**config.mk**
```make
export PLATFORM = sky130hd
export DESIGN_NAME = sbe_addr_log
export DESIGN_NICKNAME = d
export VERILOG_FILES = /design/src/rtl/sbe_addr_log.sv
export SDC_FILE = /design/constraint.sdc
export NUM_CORES = 1
export LEC_CHECK = 0
export ABC_AREA = 1
export CORE_AREA = 2 2 91 76
export CTS_BUF_LIST = sky130_fd_sc_hd__clkbuf_4
export DETAILED_ROUTE_END_ITERATION = 8
export DIE_AREA = 0 0 93 78
export HOLD_SLACK_MARGIN = 0.12
export PLACE_DENSITY_LB_ADDON = 0.25
export SKIP_CTS_REPAIR_TIMING = 1
export SLEW_MARGIN = 30
export SYNTH_ARGS = -nofsm -noshare
export SYNTH_HDL_FRONTEND = slang
export SYNTH_SLANG_ARGS = --single-unit
```
**constraint.sdc**
```tcl
create_clock -name clk -period 2.2 [get_ports clk]
set_input_delay 0.33 -clock clk [delete_from_list [all_inputs] [get_ports clk]]
set_output_delay 0.33 -clock clk [all_outputs]
set_load 0.02 [all_outputs]
```
**src/rtl/sbe_addr_log.sv**
```systemverilog
module sbe_addr_log #(
  parameter int ADDR_W = 12,
  parameter int DEPTH  = 4,
  localparam int DW    = ADDR_W + 1,
  localparam int RA_W  = $clog2(DEPTH + 2)
) (
  input  logic              clk,
  input  logic              rst_n,
  input  logic              err_stb,
  input  logic              err_dbl,
  input  logic [ADDR_W-1:0] err_addr,
  input  logic              reg_wr,
  input  logic [RA_W-1:0]   reg_sel,
  input  logic [DW-1:0]     reg_wdata,
  output logic [DW-1:0]     reg_rdata,
  output logic              irq
);

  localparam logic [RA_W-1:0] SEL_STAT = RA_W'(DEPTH);
  localparam logic [RA_W-1:0] SEL_IEN  = RA_W'(DEPTH + 1);

  logic [DEPTH-1:0]  valid_q;
  logic [ADDR_W-1:0] addr_q [DEPTH];
  logic              ovf_q;
  logic              ien_q;

  logic [DEPTH-1:0]  clr_mask;
  logic [DEPTH-1:0]  vld_eff;
  logic [DEPTH-1:0]  match;
  logic [DEPTH-1:0]  free_v;
  logic [DEPTH-1:0]  grant;
  logic              sbe, hit, full, take, ovf_evt, ovf_clr;

  for (genvar i = 0; i < DEPTH; i++) begin : g_cmp
    assign clr_mask[i] = reg_wr && (reg_sel == RA_W'(i)) && reg_wdata[DW-1];
    assign match[i]    = vld_eff[i] && (addr_q[i] == err_addr);
  end

  assign vld_eff = valid_q & ~clr_mask;
  assign free_v  = ~vld_eff;
  assign grant   = free_v & (~free_v + DEPTH'(1));

  assign sbe     = err_stb && !err_dbl;
  assign hit     = |match;
  assign full    = &vld_eff;
  assign take    = sbe && !hit && !full;
  assign ovf_evt = sbe && !hit && full;
  assign ovf_clr = reg_wr && (reg_sel == SEL_STAT) && reg_wdata[0];

  for (genvar i = 0; i < DEPTH; i++) begin : g_ent
    always_ff @(posedge clk or negedge rst_n) begin
      if (!rst_n) begin
        valid_q[i] <= 1'b0;
        addr_q[i]  <= '0;
      end else begin
        valid_q[i] <= vld_eff[i] | (take & grant[i]);
        if (take && grant[i]) addr_q[i] <= err_addr;
      end
    end
  end

  always_ff @(posedge clk or negedge rst_n) begin
    if (!rst_n) begin
      ovf_q <= 1'b0;
      ien_q <= 1'b0;
    end else begin
      if (ovf_evt)      ovf_q <= 1'b1;
      else if (ovf_clr) ovf_q <= 1'b0;
      if (reg_wr && reg_sel == SEL_IEN) ien_q <= reg_wdata[0];
    end
  end

  always_comb begin
    reg_rdata = '0;
    for (int i = 0; i < DEPTH; i++)
      if (reg_sel == RA_W'(i)) reg_rdata = {valid_q[i], addr_q[i]};
    if (reg_sel == SEL_STAT) reg_rdata = {{(DW-1){1'b0}}, ovf_q};
    if (reg_sel == SEL_IEN)  reg_rdata = {{(DW-1){1'b0}}, ien_q};
  end

  assign irq = ovf_q & ien_q;

endmodule

```
======== After elaboration in Yosys (flattened, before gate mapping) ========
Cells that the tools add are included.
W data, S select, Z words.
word-level totals
  bits in registers ....................... 54
  output and inout bits ................... 14
  logic and storage cells ................. 72
cells by class
  add/sub/neg operators ................... 1
  eq/ne operators ......................... 9
  mux-type cells .......................... 8
  bitwise gates (word level) .............. 14
  reductions and logical operators ........ 30
operators with widths
  kind                   count
  $mux W13               6
  $eq A12 B12 Y1         4
  $logic_and A1 B1 Y1    23
  $not A4 Y4             3
  $and A4 B4 Y4          2
  $eq A3 B2 Y1 const B   2
  $eq A3 B3 Y1 const B   2
  $and A1 B1 Y1          5
  $add A4 B1 Y4 const B  1
  $or A1 B1 Y1           4
  $reduce_and A4 Y1      1
  $reduce_or A4 Y1       1
  $eq A3 B1 Y1 const B   1
  $logic_not A1 Y1       3
  $logic_not A3 Y1       1
  $mux W1                2
  $reduce_bool A2 Y1     1

======== Depth between registers and ports, before layout ========
Gate-level depths: netlist of the first run.
  depth after elaboration ................. 12
  mapped depth ............................ 14

======== Least setup slack after synthesis of the first run ========
No wires, ideal clock.
  path type ............................... input port to flip-flop
  start ................................... in reg_sel[0]
  end ..................................... reg addr_q[14] (netlist bit)
  arrival ................................. 1.677 ns
  data required time ...................... 2.083 ns
  setup slack ............................. 0.406 ns
  cell stages on the path ................. 12
  path buffers ............................ 2
  cells stage by stage .................... buf_2 -> inv_4 -> nand3_2 -> o21ai_4 -> nor2_1 -> nand2_1 -> nand3_2 -> nor2_4 -> nand2_1 -> buf_2 -> nand2_1 -> nand2_1
between the ends
  longest elaborated chain between the ends .. 11
  elaborated cells between the ends (all ways) .. 29
  those cells by class .................... add/sub (1); eq/ne (3); bitwise (5); reduce/logical (20)
RTL lines
  item                                                                   RTL line  text
  start: declaration                                                     13        input logic [RA_W-1:0] reg_sel,
  $eq A3 B1 Y1, or another cell as far along                             35        assign clr_mask[i] = reg_wr && (reg_sel == RA_W'(i)) && reg_wdata[DW-1];
  $logic_and A1 B1 Y1 (2 in series)                                      35
  $not A4 Y4 (*)                                                         39        assign vld_eff = valid_q & ~clr_mask;
  $and A4 B4 Y4 (*)                                                      39
  parallel branches: the longest is 5 deep, another holds $add A4 B1 Y4  n/a
  $logic_and A1 B1 Y1 (*)                                                57        if (take && grant[i]) addr_q[i] <= err_addr;
  end signal: indexed assignment                                         57
  end: declaration                                                       23        logic [ADDR_W-1:0] addr_q [DEPTH];
Mark *: on every way between the ends.
A chain may end at the register's enable or synchronous reset.

======== Worst setup path after layout of the first run ========
  start ................................... in reg_sel[2]
  end ..................................... out reg_rdata[8]
between the ends
  longest elaborated chain between the ends .. 7
  elaborated cells between the ends (all ways) .. 12
  those cells by class .................... eq/ne (5); mux (6); reduce/logical (1)
RTL lines
  item                    RTL line  text
  $logic_not A3 Y1        76        if (reg_sel == RA_W'(i)) reg_rdata = {valid_q[i], addr_q[i]};
  $mux W13 (4 in series)  76
  $mux W13                77        if (reg_sel == SEL_STAT) reg_rdata = {{(DW-1){1'b0}}, ovf_q};
  $mux W13 (*)            78        if (reg_sel == SEL_IEN) reg_rdata = {{(DW-1){1'b0}}, ien_q};
  end: declaration        15        output logic [DW-1:0] reg_rdata,
Every way passes the cells marked *; elsewhere a longest branch is shown, timed or not.

==> results of run 1 <==
-- per-stage QoR --
| step | hold slack [ns] | TNS [ns] |
|---|---|---|
| after floorplan | 0.0344 | 0 |
| after global routing | 0.431 | -0.0312 |
| after CTS | -0.134 | -4.30 |
| final | 0.393 | 0 |
| after detailed placement | 0.311 | -19.96 |
| after global placement | 0.309 | -15.83 |
-- Yosys cell counts, drive strengths merged, types with 4 or more instances --
cell type	instances	area share, %
a21oi	11	1.5
nand3	28	4.3
xor2	4	0.96
o22ai	18	3.1
nand4	26	4.5
nor2	40	4.5
buf	22	3.4
nand2	264	27
clkbuf	9	0.93
o21ai	11	2.2
dfrtp	54	37
inv	77	8.0
-- final cells by class --
cell class	instances	area (um^2)	area share, %
Clock buffer	5	37.5	0.828
Multi-Input combinational cell	412	1850	40.7
Inverter	77	292	6.43
Timing Repair Buffer	94	853	18.8
Sequential cell	54	1350	29.8
Clock inverter	3	48.8	1.08
Tap cell	84	105	2.32
-- where the power goes --
| group | total (uW) | leakage [uW] | internal (uW) | switching (uW) |
|---|---|---|---|---|
| Combinational | 2210 | 0.00199 | 832 | 1380 |
| Clock | 594 | 0.0000433 | 247 | 347 |
| Sequential | 1920 | 0.000666 | 1460 | 467 |
-- flip-flops by register name, indices dropped and copies added (netlist names) --
| signal | cells |
|---|---|
| addr_q | 48 |
| ien_q | 1 |
| ovf_q | 1 |
| valid_q | 4 |
-- routing by layer --
layer	wire length [um]	global-route usage, %	vias up
li1	-	-	1929
met1	4790	48.1	1848
met2	5030	51.5	232
met3	1390	5.63	30
met4	274	9.71	0
met5	0	0	-
-- kinds of logic (layout without fill, tap and decap cells) --
group	count (synthesis)	count (layout)	synth area share, %
xor gates and xnor gates	4	4	0.965
and+or+nand+nor	362	362	41.2
AOI/OAI and AO/OA	45	45	7.99
buffers and inverters	108	179	12.3
DFF	54	54	37.2
muxes	1	1	0.310
-- cells in the final DEF, fill, tap and decap left out, types with 3 or more instances in the layout --
cell type and count:
nand4_1 26, a21oi_1 11, clkbuf_4 5, o21ai_0 8
o22ai_1 18, dlymetal6s2s_1 11, nor2_1 37, clkdlybuf4s50_1 20
buf_12 4, inv_1 74, xor2_1 4, dfrtp_1 54
clkbuf_2 3, nand2_1 263, buf_4 54, nand3_2 3
nand3_1 25
-- worst max-delay path by stage --
stage	end	slack [ns]	cells past startpoint
finish	reg_rdata[8]	0.06	8
detailed placement	reg_rdata[0]	-0.39	6
global placement	reg_rdata[2]	-0.33	7
global route	reg_rdata[8]	-0.03	8
floorplan	addr_q[14]	0.41	12
CTS	reg_rdata[0]	-0.40	6
==> results by group, run 1 <==
Status
  – Status: finished clean

Yosys
  – Synth async-reset ratio: 100%
  – Synthesized flop and latch total: 54
  – Synth Cell Area: 3630 um^2
  – Yosys warns: 0
  – EDFF count, synth: 0
  – Primary FF master, synth: dfrtp_1
  – Syn_area_per_cell: ~6.3 um^2
  – Syn_nets: 607
  – Post-Syn Instances: roughly 570
  – Netlist cell types: 28
  – Register area share after synthesis: between 30% and 40%

Placed design
  – GP Congestion: 0.930
  – Worst Setup Slack post-DPL: -0.387 ns
  – Placed Area: 4410 um^2
  – Port Buffers: 35
  – Cells after DPL: 720
  – Final HPWL DP: ~8.6 mm

Cells and area
  – Final nets: 677
  – Layout fillers: 543
  – N_diodes: 0
  – Syn-to-layout area delta: 24.9%
  – Non-Filler Instances: approximately 730
  – Post-route cell area: 4530 um^2
  – Util after Layout: 72.6%
  – Ratio of cells with drive above 1 in the final layout: 13.2%

STA
  – Worst Tran Pin Value: 0.497 ns
  – Fin crit period: between 2 and 2.5 ns
  – Clock skew: around 0.02 ns
  – Count of pins over their slew limit: 0
  – F_max: 467 MHz
  – Headroom to the max-slew limit: about two thirds
  – Final-report hold violation count: 0
  – Final WS setup: 0.0581 ns
  – Fin crit share: between 90 and 100%
  – Finish-stage setup viols: 0

Hold path
  – Worst hold-check path type: in2async

Setup path
  – Crit-path max FO: 8
  – CP max-delay cell: clkdlybuf4s50_1
  – Crit path cell chain: clkdlybuf4s50_1 > inv_2 > nand3_2 > buf_4 > o22ai_1 > o22ai_1 > inv_1 > dlymetal6s2s_1
  – Flop2flop setup slack: 0.37 ns
  – CP dominant cell by count: o22ai_1
  – CP required: around 1.9 ns
  – Worst R2R Path Depth: 13
  – Setup crit start: reg_sel[2]
  – Crit. End Element: primary output
  – Critical path's top delay family: buffers and inverters
  – CP peak stage delay: 0.45 ns
  – CP Buf/Inv Count: 5
  – Crit Path Category: in2out
  – Worst reg2reg endpoint: addr_q[21]
  – Startpoint types: input port
  – R2R Path Start: addr_q[35]
  – Data arrival, critical path: ~1.8 ns

Power and ir drop
  – Pwr/cell area: around 1000 nW/um^2
  – Leakage: 0.00270 uW
  – VDD IR max: 735 uV
  – Total power: 4730 uW

Routing
  – Initial DRC count: 539
  – WL final: 11.5 mm
  – Remaining DRCs: 0
  – Detailed Routing Iterations Pass 1: 5
  – Wirelength per Cell: 15.8 um
  – Antenna Nets Post-Route: 0
  – Via count: 4039
  – Vias per cell: ~5.5

GRT
  – Number of global-route vias before repair: 3707
  – Largest net degree at the start of global routing: 37
  – Initial antenna violation count: 0
  – First-pass GRT wire length: 18.6 mm
  – Grt ovf: 0
  – Tot GR Track Use: 33.3%

Die
  – Starting Density: 58.1%
  – Cell Rows: 26
  – Core Box Area: 6250 um^2
  – Die width: roughly 93 um
  – Die H: 78 um
  – Die Area: 7250 um^2
  – I/O pins: 47

Clocking
  – TritonCTS clock tree: built
  – Clock latency on the worst-skew pair: 0.40 ns
  – Root buffer cell: clkbuf_4
  – Clock Tree Buf Depth: 2
  – TritonCTS Sinks: 54
  – CTS clk-pin slew, worst paths: 0.17 ns
  – Inserted Clock Buffers: 5
  – H-tree depth: 2

Job
  – Max-Cap Viols: 0
Note: power is estimated with default switching activity, not from simulation.
==> inputs of run 2 (changes only) <==
--- a/config.mk
+++ b/config.mk
@@ -7,7 +7,7 @@
 export LEC_CHECK = 0
 export ABC_AREA = 1
 export CORE_AREA = 2 2 91 76
-export CTS_BUF_LIST = sky130_fd_sc_hd__clkbuf_4
+export CTS_BUF_LIST = sky130_fd_sc_hd__clkbuf_16
 export DETAILED_ROUTE_END_ITERATION = 8
 export DIE_AREA = 0 0 93 78
 export HOLD_SLACK_MARGIN = 0.12
==> run 2 against run 1 <==
  * Core utilization is 2.4 points higher
  * Die area stayed put
  * Largest cell class unchanged
  * Design area is 3.3% higher
  * Sequential share of layout area is 0.95 points lower
  * Wire length is 2.9% higher
  * Hold slack better by 0.11 ns
  * First-iteration DRC count is 23% lower
==> results by group, run 2 (same netlist as run 1, synthesis figures left out) <==
Die
  – Die width: 93 um (unchanged)
  – Starting Density: 58.1% (unchanged)
  – Core Box Area: 6250 um^2 (unchanged)
  – Die Area: 7250 um^2 (unchanged)
  – Cell Rows: 26 (unchanged)
  – Die H: 78 um (unchanged)
  – I/O pins: 47 (unchanged)

Setup path
  – Worst reg2reg endpoint: addr_q[24]
  – R2R Path Start: addr_q[1]
  – CP dominant cell by count: nand2_1
  – Worst R2R Path Depth: 9 (-4)
  – Crit path cell chain: clkdlybuf4s50_1 > nand2_1 > inv_1 > nand2_1 > nand2_2 > nor2_1 > nand2_1 > nand3_2 > nor2_4 > nand2_2 > buf_4 > nand2_1 > nand2_1
  – CP required: 2.38 ns (+0.51 ns)
  – CP peak stage delay: 0.48 ns (+0.03 ns)
  – Crit-path max FO: 5 (-3)
  – CP max-delay cell: clkdlybuf4s50_1
  – Startpoint types: input port
  – Crit Path Category: in2reg
  – Flop2flop setup slack: 0.41 ns (+0.04 ns)
  – Crit. End Element: flop
  – Data arrival, critical path: 2.24 ns (+0.43 ns)

Placed design
  – Cells after DPL: 720 (unchanged)
  – Port Buffers: 35 (unchanged)
  – Final HPWL DP: 8.63 mm (unchanged)
  – GP Congestion: 0.930 (unchanged)

Power and ir drop
  – Proportion of power drawn by the clock network: 18.2% (+5.6 points)
  – Pwr/cell area: 1090 nW/um^2 (+4.8%)
  – Internal power consumption: 2850 uW (+12%)
  – Leakage: 0.00278 uW (+2.9%)
  – Switch Pwr: 2270 uW (+3.6%)
  – Switch share: 44.3% (-2.0 points)
  – Logic pwr share: 43.9% (-2.8 points)
  – Register share of total power: 37.9% (-2.8 points)
  – Total power: 5120 uW (+8.3%)
  – VDD IR max: 628 uV (-15%)

Job
  – Max-Cap Viols: 0 (unchanged)

Clocking
  – H-tree depth: 2 (unchanged)
  – Clock Tree Buf Depth: 2 (unchanged)
  – TritonCTS Sinks: 54 (unchanged)
  – Root buffer cell: clkbuf_16
  – Inserted Clock Buffers: 5 (unchanged)
  – TritonCTS clock tree: built
  – Clock latency on the worst-skew pair: 0.30 ns (-0.10 ns)
  – CTS clk-pin slew, worst paths: 0.07 ns (-0.10 ns)

Hold path
  – Hold Path Depth: 2
  – Worst hold-check path type: reg2reg
  – Hold_sp: addr_q[39]
  – Hold Crit Endpoint: addr_q[39]

Routing
  – Remaining DRCs: 0 (unchanged)
  – WL final: 11.8 mm (+2.9%)
  – Wire length on met2: 5.25 mm (+4.4%)
  – Met3 routed WL: 1.47 mm (+5.4%)
  – Wirelength per Cell: 16.2 um (+2.6%)
  – Max layer used: met4
  – Detailed Routing Iterations Pass 1: 7 (+2)
  – Met1 WL: 4.83 mm (+0.86%)
  – Antenna Nets Post-Route: 0 (unchanged)
  – Via count: 4112 (+1.8%)
  – Initial DRC count: 415 (-23%)
  – Vias per cell: 5.63 (+1.5%)

STA
  – Finish-stage setup viols: 0 (unchanged)
  – Fin crit period: 2.06 ns (-0.0795 ns)
  – Fin crit share: 93.7% (-3.6 points)
  – Minimum hold slack: 0.504 ns (+0.111 ns)
  – F_max: 485 MHz (+3.9%)
  – Clock skew: 0.00983 ns (-0.0103 ns)
  – Headroom to the max-slew limit: 65.8% (-1.1 points)
  – Worst Tran Pin Value: 0.514 ns (+0.0166 ns)
  – Final-report hold violation count: 0 (unchanged)
  – Count of pins over their slew limit: 0 (unchanged)
  – RSZ-0062 raised after global routing: no

Cells and area
  – Commonest non-fill, non-tap cell in the layout: nand2_1
  – Final nets: 679 (+0.30%)
  – Ratio of cells with drive above 1 in the final layout: 13.9% (+0.73 points)
  – Biggest regs: addr_q: 48 flops, valid_q: 4 flops
  – Syn-to-layout area delta: 29.0%
  – Most frequent cells in the layout: nand2_1, inv_1, dfrtp_1, buf_4, nor2_1
  – Non-Filler Instances: 731 (+0.27%)
  – N_diodes: 0 (unchanged)
  – Largest register by flop count: addr_q
  – Layout fillers: 518 (-4.6%)
  – Number of flip-flops in the largest register: 48 (unchanged)

GRT
  – Grt ovf: 0 (unchanged)
  – Tot GR Track Use: 34.0% (+0.73 points)
  – First-pass GRT wire length: 19.0 mm (+2.4%)
  – Number of global-route vias before repair: 3814 (+2.9%)
  – Initial antenna violation count: 0 (unchanged)
  – Largest net degree at the start of global routing: 37 (unchanged)

Status
  – Status: finished clean
[run 2: cell types whose count changed in the layout (fill, tap and decap cells not counted), moves of 2 or more]
cell,delta
clkdlybuf4s50_1,-3
buf_6,+2
nand2_1,-3
clkbuf_16,+5
dlymetal6s2s_1,+3
clkbuf_4,-5
nand2_2,+3
[run 2: power groups by stage]
stage / Clock (uW) / Sequential, uW / Combinational [uW]
2_1_floorplan: 0 / 1780 / 1450
4_1_cts: 929 / 1910 / 2210
3_3_place_gp: 0 / 1900 / 2130
5_1_grt: 980 / 1990 / 2510
3_5_place_dp: 0 / 1920 / 2190
6_report: 930 / 1940 / 2250
[run 2: area by class of cell]
type,count,area (um^2),share of cell area (%)
Clock buffer,5,125,2.67
Clock inverter,3,48.8,1.04
Inverter,77,294,6.28
Multi-Input combinational cell,412,1880,40.0
Sequential cell,54,1350,28.9
Tap cell,84,105,2.24
Timing Repair Buffer,96,883,18.9
[run 2: how the worst max path moves through the flow]
stage / end / cells after the start / startpoint / slack (ns)
6_report: addr_q[15] / 13 / reg_wr / 0.14
5_1_grt: addr_q[38] / 13 / err_addr[11] / 0.01
4_1_cts: reg_rdata[0] / 6 / reg_sel[0] / -0.40
3_5_place_dp: reg_rdata[0] / 6 / reg_sel[0] / -0.39
3_3_place_gp: reg_rdata[2] / 7 / reg_sel[0] / -0.33
2_1_floorplan: addr_q[14] / 12 / reg_sel[0] / 0.41
[run 2: routing by layer]
metal / global-route usage (%) / up-vias
met5: 0 / -
met4: 9.12 / 0
met3: 7.38 / 28
met2: 52.8 / 268
met1: 48.4 / 1884
li1: - / 1932
[run 2: through the flow]
step / worst slack [ns] / TNS [ns] / instance area, um^2 / util (%)
floorplan: 0.406 / 0 / 3630 / -
global placement: -0.334 / -15.83 / 4410 / 70.6
detailed placement: -0.387 / -19.96 / 4410 / 70.6
CTS: -0.397 / -5.67 / 4580 / 73.4
global route: 0.0130 / 0 / 4680 / 75.0
finish: 0.138 / 0 / 4680 / 75.0
[run 2: worst max-delay path, delay by kind of cell]
kind	cells	cell delay, ns
AND/OR/NAND/NOR	10	1.13
buffers and inverters	3	0.78
